==> src/rtl/lcd_vframe_pkg.sv <==
package lcd_vframe_pkg;

    // Phase order within one frame; the sequencer walks them in this order.
    typedef enum logic [1:0] {
        PH_LEAD  = 2'd0,
        PH_LINES = 2'd1,
        PH_TAIL  = 2'd2,
        PH_SYNC  = 2'd3
    } vphase_e;

endpackage

==> src/rtl/lcd_vframe_cfg.sv <==
// Shadow copy of the frame configuration plus mode resolution.
module lcd_vframe_cfg #(
    parameter int WAIT_W = 8,
    parameter int SYNC_W = 6,
    parameter int LINE_W = 10,
    parameter int CNT_W  = 10
) (
    input  logic              clk,
    input  logic              rst_n,
    input  logic              load_i,
    input  logic              act_mode_i,
    input  logic [WAIT_W-1:0] bwait_i,
    input  logic [WAIT_W-1:0] ewait_i,
    input  logic [SYNC_W-1:0] sync_i,
    input  logic [LINE_W-1:0] lines_i,
    output logic              live_lead_zero_o,
    output logic              act_mode_o,
    output logic              lead_zero_o,
    output logic              tail_zero_o,
    output logic [CNT_W-1:0]  lead_last_o,
    output logic [CNT_W-1:0]  tail_last_o,
    output logic [CNT_W-1:0]  sync_last_o,
    output logic [CNT_W-1:0]  lines_last_o
);

    typedef struct packed {
        logic              act;
        logic [WAIT_W-1:0] lead;
        logic [WAIT_W-1:0] tail;
        logic [SYNC_W-1:0] sync;
        logic [LINE_W-1:0] lines;
    } shadow_t;

    shadow_t sh_d, sh_q;
    logic [WAIT_W-1:0] lead_eff;
    logic [WAIT_W-1:0] tail_eff;

    always_comb begin
        sh_d = sh_q;
        if (load_i) begin
            sh_d.act   = act_mode_i;
            sh_d.lead  = bwait_i;
            sh_d.tail  = ewait_i;
            sh_d.sync  = sync_i;
            sh_d.lines = lines_i;
        end
    end

    always_ff @(posedge clk or negedge rst_n) begin
        if (!rst_n) begin
            sh_q <= '0;
        end else begin
            sh_q <= sh_d;
        end
    end

    // Passive panels never spend line periods in the waits.
    always_comb begin
        lead_eff = sh_q.act ? sh_q.lead : '0;
        tail_eff = sh_q.act ? sh_q.tail : '0;
    end

    assign live_lead_zero_o = !(act_mode_i && (|bwait_i));
    assign act_mode_o       = sh_q.act;
    assign lead_zero_o      = (lead_eff == '0);
    assign tail_zero_o      = (tail_eff == '0);
    assign lead_last_o      = CNT_W'(lead_eff) - CNT_W'(1);
    assign tail_last_o      = CNT_W'(tail_eff) - CNT_W'(1);
    assign sync_last_o      = CNT_W'(sh_q.sync);
    assign lines_last_o     = CNT_W'(sh_q.lines);

endmodule

==> src/rtl/lcd_vframe_ctrl.sv <==
// Phase and line-period counter of the vertical sequencer.
module lcd_vframe_ctrl
    import lcd_vframe_pkg::*;
#(
    parameter int CNT_W = 10
) (
    input  logic             clk,
    input  logic             rst_n,
    input  logic             en_i,
    input  logic             tick_i,
    input  logic             live_lead_zero_i,
    input  logic             lead_zero_i,
    input  logic             tail_zero_i,
    input  logic [CNT_W-1:0] lead_last_i,
    input  logic [CNT_W-1:0] tail_last_i,
    input  logic [CNT_W-1:0] sync_last_i,
    input  logic [CNT_W-1:0] lines_last_i,
    output vphase_e          phase_o,
    output logic [CNT_W-1:0] cnt_o,
    output vphase_e          phase_nxt_o,
    output logic [CNT_W-1:0] cnt_nxt_o,
    output logic             load_o
);

    typedef struct packed {
        vphase_e          ph;
        logic [CNT_W-1:0] cnt;
    } seq_t;

    seq_t             s_d, s_q;
    logic             at_last;
    logic             load;
    logic [CNT_W-1:0] cnt_inc;

    always_comb begin
        unique case (s_q.ph)
            PH_LEAD:  at_last = (s_q.cnt == lead_last_i);
            PH_LINES: at_last = (s_q.cnt == lines_last_i);
            PH_TAIL:  at_last = (s_q.cnt == tail_last_i);
            PH_SYNC:  at_last = (s_q.cnt == sync_last_i);
            default:  at_last = 1'b1;
        endcase
    end

    assign cnt_inc = s_q.cnt + CNT_W'(1);

    always_comb begin
        s_d  = s_q;
        load = 1'b0;
        if (!en_i) begin
            // Parked at the frame start; configuration follows the inputs.
            load    = 1'b1;
            s_d.ph  = live_lead_zero_i ? PH_LINES : PH_LEAD;
            s_d.cnt = '0;
        end else begin
            unique case (s_q.ph)
                PH_LEAD: begin
                    if (lead_zero_i) begin
                        s_d.ph  = PH_LINES;
                        s_d.cnt = '0;
                    end else if (tick_i) begin
                        if (at_last) begin
                            s_d.ph  = PH_LINES;
                            s_d.cnt = '0;
                        end else begin
                            s_d.cnt = cnt_inc;
                        end
                    end
                end
                PH_LINES: begin
                    if (tick_i) begin
                        if (at_last) begin
                            s_d.ph  = tail_zero_i ? PH_SYNC : PH_TAIL;
                            s_d.cnt = '0;
                        end else begin
                            s_d.cnt = cnt_inc;
                        end
                    end
                end
                PH_TAIL: begin
                    if (tail_zero_i) begin
                        s_d.ph  = PH_SYNC;
                        s_d.cnt = '0;
                    end else if (tick_i) begin
                        if (at_last) begin
                            s_d.ph  = PH_SYNC;
                            s_d.cnt = '0;
                        end else begin
                            s_d.cnt = cnt_inc;
                        end
                    end
                end
                PH_SYNC: begin
                    if (tick_i) begin
                        if (at_last) begin
                            // Frame boundary: next frame uses fresh settings.
                            load    = 1'b1;
                            s_d.ph  = live_lead_zero_i ? PH_LINES : PH_LEAD;
                            s_d.cnt = '0;
                        end else begin
                            s_d.cnt = cnt_inc;
                        end
                    end
                end
                default: begin
                    s_d.ph  = PH_LEAD;
                    s_d.cnt = '0;
                end
            endcase
        end
    end

    always_ff @(posedge clk or negedge rst_n) begin
        if (!rst_n) begin
            s_q <= '{ph: PH_LEAD, cnt: '0};
        end else begin
            s_q <= s_d;
        end
    end

    assign phase_o     = s_q.ph;
    assign cnt_o       = s_q.cnt;
    assign phase_nxt_o = s_d.ph;
    assign cnt_nxt_o   = s_d.cnt;
    assign load_o      = load;

endmodule

==> src/rtl/lcd_vframe_out.sv <==
// Output decode and frame marker pulses.
module lcd_vframe_out
    import lcd_vframe_pkg::*;
#(
    parameter int LINE_W = 10,
    parameter int CNT_W  = 10
) (
    input  logic              clk,
    input  logic              rst_n,
    input  logic              en_i,
    input  logic              tick_i,
    input  vphase_e           phase_i,
    input  logic [CNT_W-1:0]  cnt_i,
    input  vphase_e           phase_nxt_i,
    input  logic [CNT_W-1:0]  cnt_nxt_i,
    input  logic              act_mode_i,
    input  logic [CNT_W-1:0]  lines_last_i,
    output logic              frame_clk_o,
    output logic              line_valid_o,
    output logic [LINE_W-1:0] line_idx_o,
    output logic              sof_o,
    output logic              eof_o
);

    typedef struct packed {
        logic run;
        logic sof;
        logic eof;
    } mark_t;

    mark_t mk_d, mk_q;
    logic  first_now;
    logic  first_nxt;
    logic  in_lines;

    assign in_lines  = mk_q.run && (phase_i == PH_LINES);
    assign first_now = in_lines && (cnt_i == '0);
    assign first_nxt = (phase_nxt_i == PH_LINES) && (cnt_nxt_i == '0);

    always_comb begin
        mk_d     = mk_q;
        mk_d.run = en_i;
        mk_d.sof = en_i && first_nxt && !first_now;
        mk_d.eof = en_i && tick_i && (phase_i == PH_LINES) && (cnt_i == lines_last_i);
    end

    always_ff @(posedge clk or negedge rst_n) begin
        if (!rst_n) begin
            mk_q <= '0;
        end else begin
            mk_q <= mk_d;
        end
    end

    always_comb begin
        if (act_mode_i) begin
            frame_clk_o = mk_q.run && (phase_i == PH_SYNC);
        end else begin
            frame_clk_o = first_now;
        end
        line_valid_o = in_lines;
        line_idx_o   = in_lines ? cnt_i[LINE_W-1:0] : '0;
    end

    assign sof_o = mk_q.sof;
    assign eof_o = mk_q.eof;

endmodule

==> src/rtl/lcd_vframe_seq.sv <==
// Top of the LCD vertical frame timing sequencer.
module lcd_vframe_seq
    import lcd_vframe_pkg::*;
#(
    parameter int WAIT_W = 8,
    parameter int SYNC_W = 6,
    parameter int LINE_W = 10
) (
    input  logic              clk,
    input  logic              rst_n,
    input  logic              en,
    input  logic              line_tick,
    input  logic              act_mode,
    input  logic [WAIT_W-1:0] bwait,
    input  logic [WAIT_W-1:0] ewait,
    input  logic [SYNC_W-1:0] sync_width,
    input  logic [LINE_W-1:0] lines,
    output logic              frame_clk,
    output logic              line_valid,
    output logic [LINE_W-1:0] line_idx,
    output logic              sof,
    output logic              eof
);

    localparam int WS_MAX = (WAIT_W > SYNC_W) ? WAIT_W : SYNC_W;
    localparam int CNT_W  = (LINE_W > WS_MAX) ? LINE_W : WS_MAX;

    logic             load;
    logic             live_lead_zero;
    logic             cur_act;
    logic             lead_zero;
    logic             tail_zero;
    logic [CNT_W-1:0] lead_last;
    logic [CNT_W-1:0] tail_last;
    logic [CNT_W-1:0] sync_last;
    logic [CNT_W-1:0] lines_last;
    vphase_e          phase;
    vphase_e          phase_nxt;
    logic [CNT_W-1:0] cnt;
    logic [CNT_W-1:0] cnt_nxt;

    lcd_vframe_cfg #(
        .WAIT_W (WAIT_W),
        .SYNC_W (SYNC_W),
        .LINE_W (LINE_W),
        .CNT_W  (CNT_W)
    ) i_cfg (
        .clk              (clk),
        .rst_n            (rst_n),
        .load_i           (load),
        .act_mode_i       (act_mode),
        .bwait_i          (bwait),
        .ewait_i          (ewait),
        .sync_i           (sync_width),
        .lines_i          (lines),
        .live_lead_zero_o (live_lead_zero),
        .act_mode_o       (cur_act),
        .lead_zero_o      (lead_zero),
        .tail_zero_o      (tail_zero),
        .lead_last_o      (lead_last),
        .tail_last_o      (tail_last),
        .sync_last_o      (sync_last),
        .lines_last_o     (lines_last)
    );

    lcd_vframe_ctrl #(
        .CNT_W (CNT_W)
    ) i_ctrl (
        .clk              (clk),
        .rst_n            (rst_n),
        .en_i             (en),
        .tick_i           (line_tick),
        .live_lead_zero_i (live_lead_zero),
        .lead_zero_i      (lead_zero),
        .tail_zero_i      (tail_zero),
        .lead_last_i      (lead_last),
        .tail_last_i      (tail_last),
        .sync_last_i      (sync_last),
        .lines_last_i     (lines_last),
        .phase_o          (phase),
        .cnt_o            (cnt),
        .phase_nxt_o      (phase_nxt),
        .cnt_nxt_o        (cnt_nxt),
        .load_o           (load)
    );

    lcd_vframe_out #(
        .LINE_W (LINE_W),
        .CNT_W  (CNT_W)
    ) i_out (
        .clk          (clk),
        .rst_n        (rst_n),
        .en_i         (en),
        .tick_i       (line_tick),
        .phase_i      (phase),
        .cnt_i        (cnt),
        .phase_nxt_i  (phase_nxt),
        .cnt_nxt_i    (cnt_nxt),
        .act_mode_i   (cur_act),
        .lines_last_i (lines_last),
        .frame_clk_o  (frame_clk),
        .line_valid_o (line_valid),
        .line_idx_o   (line_idx),
        .sof_o        (sof),
        .eof_o        (eof)
    );

endmodule

==> config.mk <==
export PLATFORM = sky130hd
export DESIGN_NAME = lcd_vframe_seq
export DESIGN_NICKNAME = d
export VERILOG_FILES = /design/src/rtl/lcd_vframe_pkg.sv /design/src/rtl/lcd_vframe_cfg.sv /design/src/rtl/lcd_vframe_ctrl.sv /design/src/rtl/lcd_vframe_out.sv /design/src/rtl/lcd_vframe_seq.sv
export SDC_FILE = /design/constraint.sdc
export NUM_CORES = 1
export LEC_CHECK = 0
export BUFFER_PORTS_ARGS = -buffer_cell sky130_fd_sc_hd__clkbuf_2
export CAP_MARGIN = 5
export CORE_AREA = 2 2 90 92
export DETAILED_ROUTE_END_ITERATION = 7
export DIE_AREA = 0 0 92 94
export HOLD_SLACK_MARGIN = 0.1
export MAX_ROUTING_LAYER = met4
export PLACE_DENSITY_LB_ADDON = 0.1
export REMOVE_ABC_BUFFERS = 1
export SYNTH_ARGS = -nofsm -noshare
export SYNTH_HDL_FRONTEND = slang
export SYNTH_SLANG_ARGS = --single-unit
==> constraint.sdc <==
create_clock -name clk -period 5.5 [get_ports clk]
set_input_delay 0 -clock clk [delete_from_list [all_inputs] [get_ports clk]]
set_output_delay 0 -clock clk [all_outputs]
set_load 0.05 [all_outputs]
After elaboration in Yosys (flattened, before gate mapping)
Cells that the tools add are included.
{"block": "totals", "elab_cells": 62, "out_inout_bits": 14, "latch_bits": 0, "mem_bits_ro": 0, "memories": 0, "ff_bits": 48, "ram_bits": 0}
{"block": "classes", "order_cmp": 0, "shift": 0, "bitwise_logic": 0, "muxes": 24, "multipliers": 0, "n_eq_ne": 8, "reduce_logical": 17, "add_sub_neg": 3, "n_div": 0}
{"cell": "$mux W12", "count": 7}
{"cell": "$pmux W12 S4", "count": 1}
{"cell": "$eq A10 B10 Y1", "count": 3}
{"cell": "$logic_not A10 Y1", "count": 2}
{"cell": "$mux W10", "count": 2}
{"cell": "$sub A8 B1 Y9 const B", "count": 2}
{"cell": "$logic_not A8 Y1", "count": 2}
{"cell": "$mux W8", "count": 2}
{"cell": "$add A10 B1 Y10 const B", "count": 1}
{"cell": "$eq A10 B6 Y1", "count": 1}
{"cell": "$logic_and A1 B1 Y1", "count": 10}
{"cell": "$mux W2", "count": 4}
{"cell": "$reduce_or A8 Y1", "count": 1}
{"cell": "$mux W1", "count": 7}
{"cell": "$eq A2 B1 Y1 const B", "count": 2}
{"cell": "$eq A2 B2 Y1 const B", "count": 2}
{"cell": "$pmux W1 S4", "count": 1}
{"cell": "$logic_not A2 Y1", "count": 1}
{"cell": "$logic_not A1 Y1", "count": 1}

Longest topological paths before layout
{"block": "logic_depth", "depth_word": 13, "mapped_depth": 16, "ltp_nobuf": 13}

Hierarchy
From an unflattened synthesis, not the netlist that was laid out.
{"block": "hier_totals", "cells_unflattened": 281, "hier_area_um2": 3059.2}
{"mod": "lcd_vframe_cfg", "area_each_um2": 1685.4, "cells_each": 146, "n_inst": 1}
{"mod": "lcd_vframe_ctrl", "area_each_um2": 1016.0, "cells_each": 91, "n_inst": 1}
{"mod": "lcd_vframe_out", "area_each_um2": 357.8, "cells_each": 44, "n_inst": 1}

Worst setup path after synthesis
Ideal clock, no wire load.
{"block": "synth_timing", "path_type": "reg-to-reg", "start": "register i_ctrl.s_q, in the netlist i_ctrl.phase_o[1]", "end": "register i_cfg.sh_q, in the netlist i_cfg.act_mode_o", "setup_time_ns": 0.127, "t_arrival_ns": 2.887, "setup_slack_ns": 2.485, "path_buffers": 3, "path_stages_with_launch": 16, "period_less_slack_ns": 3.015, "cell_sequence": "dfrtp_1 -> buf_6 -> and2b_1 -> buf_6 -> nand2_1 -> nand2_1 -> nand2_1 -> ha_1 -> o211ai_2 -> or3_1 -> a31oi_1 -> xnor2_1 -> nand4_1 -> o21ai_4 -> buf_6 -> mux2_1"}
{"block": "synth_between", "elab_chain_len": 6}
{"item": "start, declared", "line": "lcd_vframe_ctrl.sv:30", "source": "seq_t s_d, s_q;"}
{"item": "start signal, assigned", "line": "lcd_vframe_ctrl.sv:115", "source": "s_q <= '{ph: PH_LEAD, cnt: '0};"}
{"item": "$eq A2 B2 Y1 (tied with other cells)", "line": "lcd_vframe_ctrl.sv:36, lcd_vframe_ctrl.sv:56"}
{"item": "$pmux W1 S4", "line": "lcd_vframe_ctrl.sv:36", "source": "unique case (s_q.ph)"}
{"item": "$mux W1", "line": "lcd_vframe_ctrl.sv:95", "source": "if (at_last) begin"}
{"item": "$mux W1", "line": "lcd_vframe_ctrl.sv:94", "source": "if (tick_i) begin"}
{"item": "$mux W1 *", "line": "lcd_vframe_ctrl.sv:56", "source": "unique case (s_q.ph)"}
{"item": "$mux W1 *", "line": "lcd_vframe_ctrl.sv:50", "source": "if (!en_i) begin"}
{"item": "end signal, assigned", "line": "lcd_vframe_cfg.sv:51", "source": "sh_q <= '0;"}
{"item": "end signal, assigned", "line": "lcd_vframe_cfg.sv:53", "source": "sh_q <= sh_d;"}
{"item": "end, declared", "line": "lcd_vframe_cfg.sv:34", "source": "shadow_t sh_d, sh_q;"}
Every way passes the cells marked *; elsewhere a longest branch is shown, timed or not.
A chain may end at the register's enable or synchronous reset.

Worst setup path after layout
{"block": "layout_timing", "start": "register i_ctrl.s_q, in the netlist i_ctrl.phase_o[0]", "end": "register i_cfg.sh_q[28] in the netlist's numbering"}
Same word-level chain as after synthesis.

==> flow_metrics.env <==
export IMPL_async_flop_share=1.00
export IMPL_setup_violations=0
export IMPL_vias=2447
export IMPL_critical_path_class="reg -> reg"
export IMPL_maxSlewHeadroom=0.282
export IMPL_worst_ep_required_time_ps=5690
export IMPL_grt_max_degree=49
export IMPL_power_leakage_uw=0.00167
export IMPL_netlist_area_mm2=0.00299
export IMPL_dp_hpwl_mm=5.18
export IMPL_gr_total_overflow=0
export IMPL_final_nets=418
export IMPL_cts_resized=0
export IMPL_cts_root_buf="clkbuf_8"
export IMPL_clkPwrFrac=0.279
export IMPL_fillerInstances=781
export IMPL_start_kind="register"
export IMPL_synthFlopType="dfrtp_1"
export IMPL_die_area_mm2=0.00865
export IMPL_pin_count=51
export IMPL_coreArea_mm2=0.00761
export IMPL_routed_wirelength_mm=7.25
export IMPL_pwr_share_comb=0.209
export IMPL_path_clk_slew_ps=90
export IMPL_setup_ws_ps=1640
export IMPL_first_iter_violations=84
export IMPL_finalWeightedCongestion=0.813
export IMPL_grt_total_usage=0.185
export IMPL_arrival_ps=4050
export IMPL_cts_setup_buffers=0
export IMPL_syn_instance_count=306
export IMPL_initial_core_util=0.393
export IMPL_die_y_um=94
export IMPL_synth_seq_area_share=0.402
export IMPL_hp_class="in -> reg"
export IMPL_area_growth_pct=23.7
export IMPL_first_pass_iters=4
export IMPL_powerDensity_mw_per_mm2=217
export IMPL_swShare=0.293
export IMPL_drive_gt1_frac=0.182
export IMPL_fin_crit_sh=0.702
export IMPL_seqPwrFrac=0.512
export IMPL_final_setup_skew_ps=7.50
export IMPL_rsz0062_at_grt="false"
export IMPL_fmax_mhz=259
export IMPL_post_drt_via_cell_ratio=5.09
export IMPL_cts_sinks=48
export IMPL_internal_power_uw=567
export IMPL_tightestPinTransition_ps=1070
export IMPL_synth_area_leaders="dfrtp_1 40%, mux2_1 11%, xor2_1 5.6%"
export IMPL_syn_area_per_cell_um2=9.76
export IMPL_cts_buffers=5
export IMPL_synth_edff_count=0
export IMPL_port_buffers=50
export IMPL_drv_cap=0
export IMPL_drc=0
export IMPL_cts_htree_levels=2
export IMPL_ant_nets=0
export IMPL_antenna_cells_inserted=0
export IMPL_antenna_found_initial=0
export IMPL_yosys_area_top_type_share=0.402
export IMPL_cts_path_max_buffers=2
export IMPL_grt_pass1_vias=2388
export IMPL_regArea_mm2=0.00120
export IMPL_yosys_area_top_type="dfrtp_1"
export IMPL_dpl_cell_count=438
export IMPL_outcome="completed"
export IMPL_slew_viol_final=0
export IMPL_ys_seq_elements=48
export IMPL_switchingPower_uw=236
export IMPL_min_period_ps=3860
export IMPL_placed_area_mm2=0.00325
export IMPL_cts_tree="built"
export IMPL_setup_tns_ps=0
export IMPL_die_x_um=92
export IMPL_place_ws_ps=1590
export IMPL_synth_common_cells="48 x dfrtp_1, 28 x mux2_1, 28 x nand2_1"
export IMPL_design_area_mm2=0.00370
export IMPL_path_max_fanout=35
export IMPL_end_kind="register"
export IMPL_yosysUniqueCellTypes=48
export IMPL_multi_input_area_mm2=0.00164
export IMPL_yosysWarnings=0
export IMPL_synth_most_common_cell="dfrtp_1"
export IMPL_clock_latency_ps=300
export IMPL_final_cell_count_no_fill=481
export IMPL_grt_first_pass_wirelength_mm=12.2
export IMPL_ir_worst_vdd_uv=120
export IMPL_finalHoldViolCount=0
export IMPL_core_rowCount=32
export IMPL_wl_per_cell_um=15.1
==> metrics by stage <==
step           hold WS [ps]  power (uW)   util
2_1_floorplan          -296         514      -
3_3_place_gp            152         568  0.428
3_5_place_dp            147         570  0.428
4_1_cts                 103         815  0.486
5_1_grt                 124         852  0.486
6_report                114         803  0.486
==> worst max-delay path: stages, from the launching register on <==
cell	delay (ps)
dfrtp_1	580
and2b_1	360
nand2_1	110
nand2_1	50
nand2_1	60
ha_1	210
o211ai_2	130
or3_1	390
a31oi_1	190
xnor2_1	140
nand4_1	200
o21ai_4	890
mux2_2	420
==> cell type report <==
type | instances | share of cell area
Multi-Input combinational cell | 230 | 0.444
Sequential cell | 48 | 0.325
Timing Repair Buffer | 86 | 0.164
Tap cell | 102 | 0.0345
Clock buffer | 7 | 0.0234
Inverter | 7 | 0.00711
Clock inverter | 1 | 0.00203
==> metal layers <==
metal / vias to the layer above / part of all wire / GRT usage
li1: 1220 / - / -
met1: 1175 / 0.49 / 0.256
met2: 48 / 0.46 / 0.289
met3: 4 / 0.034 / 0.0337
met4: 0 / 0.0076 / 0.0336
met5: - / 0 / -
==> cells in the final DEF (no fill, tap or decap), drive strengths merged, types with 2 or more instances in the layout <==
cell type,n
clkbuf,57
dfrtp,48
dlygate4sd3,35
mux2,33
nand2,28
nor2,24
xor2,19
xnor2,15
o21ai,14
and3,13
nor4,10
mux2i,8
nand3,8
inv,7
nand4,7
a21oi,6
nor3,6
and2,4
nand4b,3
a31oi,3
nor2b,3
ha,3
nor4b,3
nand2b,2
a22oi,2
or3,2
==> worst paths after layout <==
path,slack [ps],cells past startpoint,start,endpoint
setup / recovery,1640,12,i_ctrl.phase_o[0]$_DFF_PN0_,i_cfg.sh_q[28]$_DFFE_PN0P_
hold / removal,110,3,line_tick,i_ctrl.cnt_o[0]$_DFF_PN0_
setup reg to reg,1640,12,i_ctrl.phase_o[0]$_DFF_PN0_,i_cfg.sh_q[28]$_DFFE_PN0P_
max in group asynchronous,4760,3,rst_n,i_ctrl.cnt_o[2]$_DFF_PN0_
hold reg to reg,510,1,i_cfg.lines_last_o[1]$_DFFE_PN0P_,i_cfg.lines_last_o[1]$_DFFE_PN0P_
min in group asynchronous,330,3,rst_n,i_ctrl.cnt_o[3]$_DFF_PN0_
==> state kept, by name, summed over array words and instances, names as in the netlist <==
signal              cells
i_cfg.act_mode_o        1
i_out.eof_o             1
i_cfg.sh_q             16
i_cfg.lines_last_o     10
i_out.mk_q              1
i_cfg.sync_last_o       6
i_ctrl.phase_o          2
i_out.sof_o             1
i_ctrl.cnt_o           10
==> power groups by stage <==
stage                     Combinational, uW  Clock, uW  Sequential [uW]
after floorplan                         104          0              410
after global routing                    190        245              417
final                                   168        224              411
after detailed placement                151          0              419
after global placement                  150          0              418
after CTS                               171        233              412
==> kinds of logic (layout without fill, tap and decap cells) <==
| kind of cell | Yosys count | after routing | share of synthesized area |
|---|---|---|---|
| AOI/OAI and AO/OA | 35 | 35 | 0.0771 |
| xor gates and xnor gates | 34 | 34 | 0.0997 |
| adders and majority gates | 3 | 3 | 0.0126 |
| buffers and inverters | 28 | 101 | 0.0490 |
| DFF | 48 | 48 | 0.402 |
| muxes | 41 | 41 | 0.151 |
| and+or+nand+nor | 117 | 117 | 0.209 |
==> what timing repair did <==
item	in CTS	in global routing
setup endpoints to repair	0	0
endpoints found under the hold margin	86	0
hold buffers	35	0
(Power assumes the default switching activity.)
